`config.mk`:
```
export PLATFORM = sky130hd
export DESIGN_NAME = cmpf_top
export DESIGN_NICKNAME = d
export VERILOG_FILES = /design/src/rtl/cmpf_pkg.sv /design/src/rtl/cmpf_classify.sv /design/src/rtl/cmpf_order.sv /design/src/rtl/cmpf_flagmerge.sv /design/src/rtl/cmpf_top.sv
export SDC_FILE = /design/constraint.sdc
export NUM_CORES = 1
export LEC_CHECK = 0
export BUFFER_PORTS_ARGS = -buffer_cell sky130_fd_sc_hd__buf_4
export CORE_UTILIZATION = 40
export DETAILED_ROUTE_END_ITERATION = 10
export PLACE_DENSITY = 0.77
export SYNTH_ARGS = -nofsm -noshare
export SYNTH_HDL_FRONTEND = slang
export SYNTH_SLANG_ARGS = --single-unit
```
`constraint.sdc`:
```
create_clock -name clk -period 2.7 [get_ports clk]
set_clock_uncertainty 0.2 [all_clocks]
set_input_delay 0.54 -clock clk [delete_from_list [all_inputs] [get_ports clk]]
set_output_delay 0.54 -clock clk [all_outputs]
set_load 0.005 [all_outputs]
```
`src/rtl/cmpf_pkg.sv`:
```
package cmpf_pkg;

  // Flag word bit positions read by downstream condition logic
  localparam int FLG_CF = 0;
  localparam int FLG_PF = 2;
  localparam int FLG_AF = 4;
  localparam int FLG_ZF = 6;
  localparam int FLG_SF = 7;
  localparam int FLG_OF = 11;
  localparam int FLG_MIN_W = FLG_OF + 1;

  typedef enum logic [1:0] {
    OUT_GT = 2'd0,
    OUT_LT = 2'd1,
    OUT_EQ = 2'd2,
    OUT_UN = 2'd3
  } cmp_out_e;

  typedef struct packed {
    logic sign;
    logic is_zero;
    logic is_nan;
    logic is_den;
  } opclass_t;

  // {zf, pf, cf} for an outcome
  function automatic logic [2:0] outcome_bits(input cmp_out_e o);
    case (o)
      OUT_GT:  outcome_bits = 3'b000;
      OUT_LT:  outcome_bits = 3'b001;
      OUT_EQ:  outcome_bits = 3'b100;
      default: outcome_bits = 3'b111;
    endcase
  endfunction

endpackage

```
`src/rtl/cmpf_classify.sv`:
```
module cmpf_classify
  import cmpf_pkg::*;
#(
  parameter int EXP_W = 8,
  parameter int MAN_W = 23
) (
  input  logic [EXP_W+MAN_W:0]   op,
  output opclass_t               cls,
  output logic [EXP_W+MAN_W-1:0] mag
);

  localparam int TOP = EXP_W + MAN_W;

  logic [EXP_W-1:0] exp_f;
  logic [MAN_W-1:0] man_f;
  logic             exp_zero;
  logic             exp_ones;
  logic             man_zero;

  assign exp_f    = op[TOP-1:MAN_W];
  assign man_f    = op[MAN_W-1:0];
  assign exp_zero = (exp_f == '0);
  assign exp_ones = (exp_f == '1);
  assign man_zero = (man_f == '0);

  always_comb begin
    cls.sign    = op[TOP];
    cls.is_zero = exp_zero && man_zero;
    cls.is_nan  = exp_ones && !man_zero;
    cls.is_den  = exp_zero && !man_zero;
  end

  assign mag = op[TOP-1:0];

endmodule

```
`src/rtl/cmpf_order.sv`:
```
module cmpf_order
  import cmpf_pkg::*;
#(
  parameter int MAG_W = 31
) (
  input  opclass_t         cls_a,
  input  opclass_t         cls_b,
  input  logic [MAG_W-1:0] mag_a,
  input  logic [MAG_W-1:0] mag_b,
  output cmp_out_e         res
);

  logic mag_gt;
  logic mag_eq;
  logic both_zero;

  assign mag_gt    = (mag_a > mag_b);
  assign mag_eq    = (mag_a == mag_b);
  assign both_zero = cls_a.is_zero && cls_b.is_zero;

  always_comb begin
    if (cls_a.is_nan || cls_b.is_nan) begin
      res = OUT_UN;
    end else if (both_zero) begin
      res = OUT_EQ;
    end else if (cls_a.sign != cls_b.sign) begin
      res = cls_a.sign ? OUT_LT : OUT_GT;
    end else if (mag_eq) begin
      res = OUT_EQ;
    end else if (mag_gt ^ cls_a.sign) begin
      res = OUT_GT;
    end else begin
      res = OUT_LT;
    end
  end

endmodule

```
`src/rtl/cmpf_flagmerge.sv`:
```
module cmpf_flagmerge
  import cmpf_pkg::*;
#(
  parameter int FLAG_W = 32
) (
  input  logic [FLAG_W-1:0] flags_in,
  input  cmp_out_e          outcome,
  input  logic              hold,
  output logic [FLAG_W-1:0] flags_next
);

  logic [2:0] zpc;
  assign zpc = outcome_bits(outcome);

  always_comb begin
    flags_next = flags_in;
    if (!hold) begin
      flags_next[FLG_ZF] = zpc[2];
      flags_next[FLG_PF] = zpc[1];
      flags_next[FLG_CF] = zpc[0];
      flags_next[FLG_OF] = 1'b0;
      flags_next[FLG_AF] = 1'b0;
      flags_next[FLG_SF] = 1'b0;
    end
  end

endmodule

```
`src/rtl/cmpf_top.sv`:
```
module cmpf_top
  import cmpf_pkg::*;
#(
  parameter int EXP_W  = 8,
  parameter int MAN_W  = 23,
  parameter int FLAG_W = 32
) (
  input  logic                   clk,
  input  logic                   rst,
  input  logic                   in_valid,
  input  logic [EXP_W+MAN_W:0]   opnd_a,
  input  logic [EXP_W+MAN_W:0]   opnd_b,
  input  logic [FLAG_W-1:0]      flags_in,
  input  logic                   mask_inv,
  input  logic                   mask_den,
  output logic                   out_valid,
  output logic [FLAG_W-1:0]      flags_out,
  output logic                   stat_inv,
  output logic                   stat_den,
  output logic                   trap_req
);

  localparam int OP_W  = EXP_W + MAN_W + 1;
  localparam int MAG_W = OP_W - 1;
  localparam int N_OPS = 2;

  logic [OP_W-1:0]  opnd [N_OPS];
  opclass_t         cls  [N_OPS];
  logic [MAG_W-1:0] mag  [N_OPS];

  assign opnd[0] = opnd_a;
  assign opnd[1] = opnd_b;

  for (genvar gi = 0; gi < N_OPS; gi++) begin : g_cls
    cmpf_classify #(
      .EXP_W (EXP_W),
      .MAN_W (MAN_W)
    ) u_cls (
      .op  (opnd[gi]),
      .cls (cls[gi]),
      .mag (mag[gi])
    );
  end

  cmp_out_e outcome;

  cmpf_order #(
    .MAG_W (MAG_W)
  ) u_ord (
    .cls_a (cls[0]),
    .cls_b (cls[1]),
    .mag_a (mag[0]),
    .mag_b (mag[1]),
    .res   (outcome)
  );

  logic raise_inv;
  logic raise_den;
  logic raise_trap;

  assign raise_inv  = cls[0].is_nan || cls[1].is_nan;
  assign raise_den  = cls[0].is_den || cls[1].is_den;
  assign raise_trap = (raise_inv && !mask_inv) || (raise_den && !mask_den);

  logic [FLAG_W-1:0] flags_nx;

  cmpf_flagmerge #(
    .FLAG_W (FLAG_W)
  ) u_mrg (
    .flags_in   (flags_in),
    .outcome    (outcome),
    .hold       (raise_trap),
    .flags_next (flags_nx)
  );

  always_ff @(posedge clk) begin
    if (rst) begin
      out_valid <= 1'b0;
      flags_out <= '0;
      stat_inv  <= 1'b0;
      stat_den  <= 1'b0;
      trap_req  <= 1'b0;
    end else begin
      out_valid <= in_valid;
      if (in_valid) begin
        flags_out <= flags_nx;
        stat_inv  <= raise_inv;
        stat_den  <= raise_den;
        trap_req  <= raise_trap;
      end else begin
        stat_inv  <= 1'b0;
        stat_den  <= 1'b0;
        trap_req  <= 1'b0;
      end
    end
  end

endmodule

```
# Yosys cells after proc, flatten, opt, wreduce, memory -nomap -nowiden
# Index checks and enable logic that the tools add are counted.
dict set report word_totals {
  reg_bits 36
  inputBits 101
  out_inout_bits 36
}
dict set report op_classes {
  order_cmp 1
  eq_ne 6
  n_mux 12
  bitwise 2
  reduce_logical 22
}
# operator n
set op_table {}
lappend op_table {{$logic_not A23 Y1} 2}
lappend op_table {{$eq A31 B31 Y1} 1}
lappend op_table {{$gt A31 B31 Y1} 1}
lappend op_table {{$eq A8 B8 Y1 const B} 2}
lappend op_table {{$logic_not A8 Y1} 2}
lappend op_table {{$mux W2} 5}
lappend op_table {{$logic_and A1 B1 Y1} 9}
lappend op_table {{$pmux W3 S3} 1}
lappend op_table {{$mux W1} 6}
lappend op_table {{$logic_not A1 Y1} 4}
lappend op_table {{$logic_or A1 B1 Y1} 3}
lappend op_table {{$eq A2 B1 Y1 const B} 1}
lappend op_table {{$eq A2 B2 Y1 const B} 1}
lappend op_table {{$logic_not A2 Y1} 1}
lappend op_table {{$reduce_or A2 Y1} 1}
lappend op_table {{$ne A1 B1 Y1} 1}
lappend op_table {{$not A1 Y1} 1}
lappend op_table {{$xor A1 B1 Y1} 1}

# Depth between registers and ports, before layout
dict set report depth {
  depth_word 10
  mapped_depth 9
}

# By module
# Synthesis repeated with hierarchy kept, for this count alone.
dict set report unflattened {
  cells_unflattened 368
  area_unflattened_um2 3101.7
}
# module instances cells_per_inst area_per_inst_um2 seq_area_each_um2
set modules_own_cells {}
lappend modules_own_cells {cmpf_top 1 118 1300.0 720.7}
lappend modules_own_cells {cmpf_order 1 120 835.8 0.0}
lappend modules_own_cells {cmpf_classify 2 48 356.6 0.0}
lappend modules_own_cells {cmpf_flagmerge 1 34 252.7 0.0}

# Worst setup path after synthesis
# OpenSTA, ideal clock, no wires.
dict set report synth_path {
  kind {input -> register}
  start {input opnd_b[2]}
  end {register flags_out[0]}
  setup_ps 120
  arrival_ps 2327
  required_time_ps 2380
  path_slack_ps 53
  stages 9
  n_path_buf 0
  cell_sequence {inv_1 -> ha_1 -> a21oi_1 -> a21oi_1 -> o31a_1 -> o41a_1 -> o211a_1 -> a211o_1 -> a211o_1}
}
dict set report synth_between {
  elab_chain_cells 10
  elab_cells_between_ends 24
  cone_classes {order compare (1); eq/ne (3); mux (7); bitwise (1); reduce/logical (12)}
}
# element line
set synth_rtl {}
lappend synth_rtl {{start, declared} cmpf_top.sv:12} ;# input logic [EXP_W+MAN_W:0] opnd_b,
lappend synth_rtl {{$gt A31 B31 Y1} cmpf_order.sv:17} ;# assign mag_gt = (mag_a > mag_b);
lappend synth_rtl {{$xor A1 B1 Y1} cmpf_order.sv:30} ;# end else if (mag_gt ^ cls_a.sign) begin
lappend synth_rtl {{$mux W1} cmpf_order.sv:30}
lappend synth_rtl {{$mux W2} cmpf_order.sv:28} ;# end else if (mag_eq) begin
lappend synth_rtl {{$mux W2} cmpf_order.sv:26} ;# end else if (cls_a.sign != cls_b.sign) begin
lappend synth_rtl {{$mux W2} cmpf_order.sv:24} ;# end else if (both_zero) begin
lappend synth_rtl {{$mux W2} cmpf_order.sv:22} ;# if (cls_a.is_nan || cls_b.is_nan) begin
lappend synth_rtl {{$eq A2 B2 Y1, or another cell as far along} cmpf_pkg.sv:28} ;# case (o)
lappend synth_rtl {{$pmux W3 S3} cmpf_pkg.sv:28}
lappend synth_rtl {{$mux W1 *} cmpf_flagmerge.sv:17} ;# if (!hold) begin
lappend synth_rtl {{end signal, assigned} cmpf_top.sv:86} ;# flags_out <= flags_nx;
lappend synth_rtl {{end, declared} cmpf_top.sv:17} ;# output logic [FLAG_W-1:0] flags_out,
# Every way passes the cells marked *; elsewhere a longest branch is shown, timed or not.
# A chain may end at the register's enable or synchronous reset.

# Final worst setup path
dict set report layout_path {
  start {input opnd_a[4]}
  end {register flags_out[0]}
}
dict set report layout_between {
  elab_chain_cells 10
  elab_cells_between_ends 24
  cone_classes {order compare (1); eq/ne (3); mux (7); bitwise (1); reduce/logical (12)}
}
# element line
set layout_rtl {}
lappend layout_rtl {{start, declared} cmpf_top.sv:11} ;# input logic [EXP_W+MAN_W:0] opnd_a,
lappend layout_rtl {{$gt A31 B31 Y1} cmpf_order.sv:17}
lappend layout_rtl {{$xor A1 B1 Y1} cmpf_order.sv:30}
lappend layout_rtl {{$mux W1} cmpf_order.sv:30}
lappend layout_rtl {{$mux W2} cmpf_order.sv:28}
lappend layout_rtl {{$mux W2} cmpf_order.sv:26}
lappend layout_rtl {{$mux W2} cmpf_order.sv:24}
lappend layout_rtl {{$mux W2} cmpf_order.sv:22}
lappend layout_rtl {{$eq A2 B2 Y1, or another cell as far along} cmpf_pkg.sv:28}
lappend layout_rtl {{$pmux W3 S3} cmpf_pkg.sv:28}
lappend layout_rtl {{$mux W1 *} cmpf_flagmerge.sv:17}
# Marks and branches as above.

==> impl_metrics.yaml <==
sta:
  finalSetupViolations: 0
  fmax_mhz: 392
  worstMarginPinSlew_ns: 0.520
  maxSlewHeadroom: 0.653
  hold_violations: 0
  fin_crit_ns: 2.55
  fin_setup_tns_ns: 0
  rsz0062_at_grt: "false"
  finalMaxSlewViolations: 0
  fin_crit_sh: 0.945
detailed_routing:
  wl_mm: 6.84
  wl_per_cell_um: 13.7
  routed-via-count: 2553
  vias_per_cell: 5.13
  ant_nets: 0
  drt_iter0_drc: 37
  first_pass_iters: 4
  drc_errors: 0
logic_synthesis:
  postSynthCellCount: 275
  synth-edff-count: 0
  synth_top_family_by_area: "simple AND/OR/NAND/NOR gates"
  synth_cell_type_count: 38
  synth_area_um2: 2330
  synth.largest_area_cell: "dfxtp_1"
  synth_compound_area_frac: 0.117
  synth.top_cells.by_count: "37 x inv_1, 37 x nor2_1, 36 x dfxtp_1, 31 x ha_1, 27 x mux2i_1"
  yosys_register_bits: 36
  synthMuxAreaShare: 0.116
  synth-xor-area-share: 0.00376
  yosys.area.top_type_share: 0.309
  ys.flop_type: "dfxtp_1"
  yosysSeqAreaShare: 0.309
  syn-num-nets: 407
  avgSynthCellArea_um2: 8.48
  async_flop_share: 0
  ys_warn_count: 0
  synth-simple-area-share: 0.208
  synthAdderAreaFrac: 0.166
  ys_top_cells_by_area: "dfxtp_1 31%, ha_1 17%, mux2i_1 12%"
cts:
  clk_pin_slew_ns: 0.07
  cts_tree: "yes"
  cts_sinks: 36
  cts_resized: 0
  holdBufCountCts: 0
  clockBufferDepth: 2
  clk_latency_ns: 0.28
  root_buffer: "clkbuf_8"
  cts_buffers: 5
  ctsHtreeMaxLevel: 2
  cts_setup_buffers: 0
grt:
  grtUsageMet3: 0.0767
  grt_busiest_layer: "met2"
  antenna_found_initial: 0
  use_met1: 0.234
  grt_pass1_vias: 2592
  grt_usage: 0.228
  grt_max_degree: 37
  grt_pass1_wl_mm: 11.0
  gr-total-overflow: 0
  use_met2: 0.425
placed_design:
  place_congestion: 0.944
  hpwl_mm: 5.65
  place_inst: 490
  portBuffers: 136
  place_area_um2: 3510
floorplanning:
  dieWidth_um: 78.4
  die_height_um: 78.4
  start_util: 0.418
  die_area_um2: 6140
  rows: 27
  io_pins: 137
  core_area_um2: 5570
layout:
  syn2layout_area_growth_pct: 54.5
  final_layout_size_suffix_gt1_frac: 0.383
  nets: 557
  post-route-cell-area_um2: 3600
  stdcell_count: 498
  diodes: 0
pwr:
  p_per_area_nw_per_um2: 369
  leakagePower_nw: 1.88
  ir_worst_vdd_uv: 352
worst_setup_path:
  rrSetupSlack_ns: 1.70
  reg2reg_depth: 2
  path_class: "in2reg"
  path_max_fanout: 2
  cp.required_ns: 2.67
  worst_setup_path_start_kind: "input port"
  regToRegEndpoint: "flags_out[0]"
  startpoint: "opnd_a[4]"
  cp-endpoint: "flags_out[0]"
  critical_path_arrival_ns: 2.53
  end_kind: "register"
  rr_startpoint: "flags_out[0]"
outcome:
  status: "completed"
hold_path:
  min_path_type: "reg2reg"
run:
  max_cap_viol_count: 0
==> power by group <==
part | total [mW] | leakage [nW] | switching [mW] | internal, mW
Sequential | 0.570 | 0.296 | 0.0131 | 0.556
Combinational | 0.365 | 1.54 | 0.153 | 0.212
Clock | 0.396 | 0.0445 | 0.188 | 0.207
Total | 1.33 | 1.88 | 0.355 | 0.976
==> worst min path at each step <==
| stage | endpoint | slack (ns) | start | cells after the start |
|---|---|---|---|---|
| final | flags_out[7] | 0.27 | flags_out[7] | 2 |
| after global routing | flags_out[10] | 0.28 | flags_in[10] | 3 |
| after CTS | flags_out[7] | 0.28 | flags_out[7] | 2 |
| after detailed placement | flags_out[7] | 0.26 | flags_out[7] | 2 |
| after global placement | flags_out[7] | 0.26 | flags_out[7] | 2 |
| after floorplan | flags_out[11] | 0.26 | flags_out[11] | 2 |
==> layer usage <==
layer / wire length (um) / vias up
met4: 182 / 0
met3: 563 / 16
met1: 2770 / 1151
li1: - / 1274
met5: 0 / -
met2: 3320 / 112
==> cells by family after synthesis <==
kind of cell | after synthesis
AOI/OAI and AO/OA | 38
muxes | 27
buffers and inverters | 45
xor gates and xnor gates | 1
and+or+nand+nor | 97
DFF | 36
adders and majority gates | 31
==> final cells by class <==
type / instances / area [um2]
clock buffers: 7 / 86.3
clock inverters: 1 / 7.51
fillers: 493 / 1970
inverters: 37 / 139
multi-input cells: 194 / 1430
flip-flops and latches: 36 / 721
well taps: 72 / 90.1
repair buffers: 151 / 1130
==> sequential cells by signal, indices dropped and copies added, names as in the netlist <==
signal / count
flags_out: 32
out_valid: 1
stat_den: 1
stat_inv: 1
trap_req: 1
==> metrics by stage <==
stage          worst slack (ns)  power, mW  utilization  hold WS [ns]
2_1_floorplan            0.0529      0.731            -         0.261
3_3_place_gp            -0.0962      0.935        0.629         0.256
3_5_place_dp             -0.133      0.947        0.629         0.263
4_1_cts                   0.174       1.34        0.646         0.276
5_1_grt                  0.0874       1.41        0.646         0.284
6_report                  0.149       1.33        0.646         0.274
==> critical path, stage by stage <==
cell and delay (ns):
buf_4 0.12, ha_1 0.31, a211oi_2 0.19, nor2_1 0.07, o31a_1 0.23, o41a_1 0.32, o211a_1 0.23, a211o_1 0.26
a211o_1 0.25
==> layout by cell type (no fill, tap or decap), drive strengths merged <==
cell type and n:
o41a 1, o21ai 4, nand3 5, ha 31, nor2 37, a211o 2, a21boi 1, nand2 10
o22ai 1, nor4 16, nand2b 5, or2 2, clkinvlp 1, nor3 4, a2bb2oi 1, o31a 1
nor3b 2, clkbuf 7, inv 37, mux2i 27, o2111ai 1, o32ai 1, a22oi 1, buf 151
o22a 1, o211a 2, a221oi 1, nand3b 4, a211oi 2, a21oi 15, o211ai 1, xor2 1
nand4 12, a31o 1, dfxtp 36, o21a 1
No activity file was read; power rests on OpenSTA's default activity.
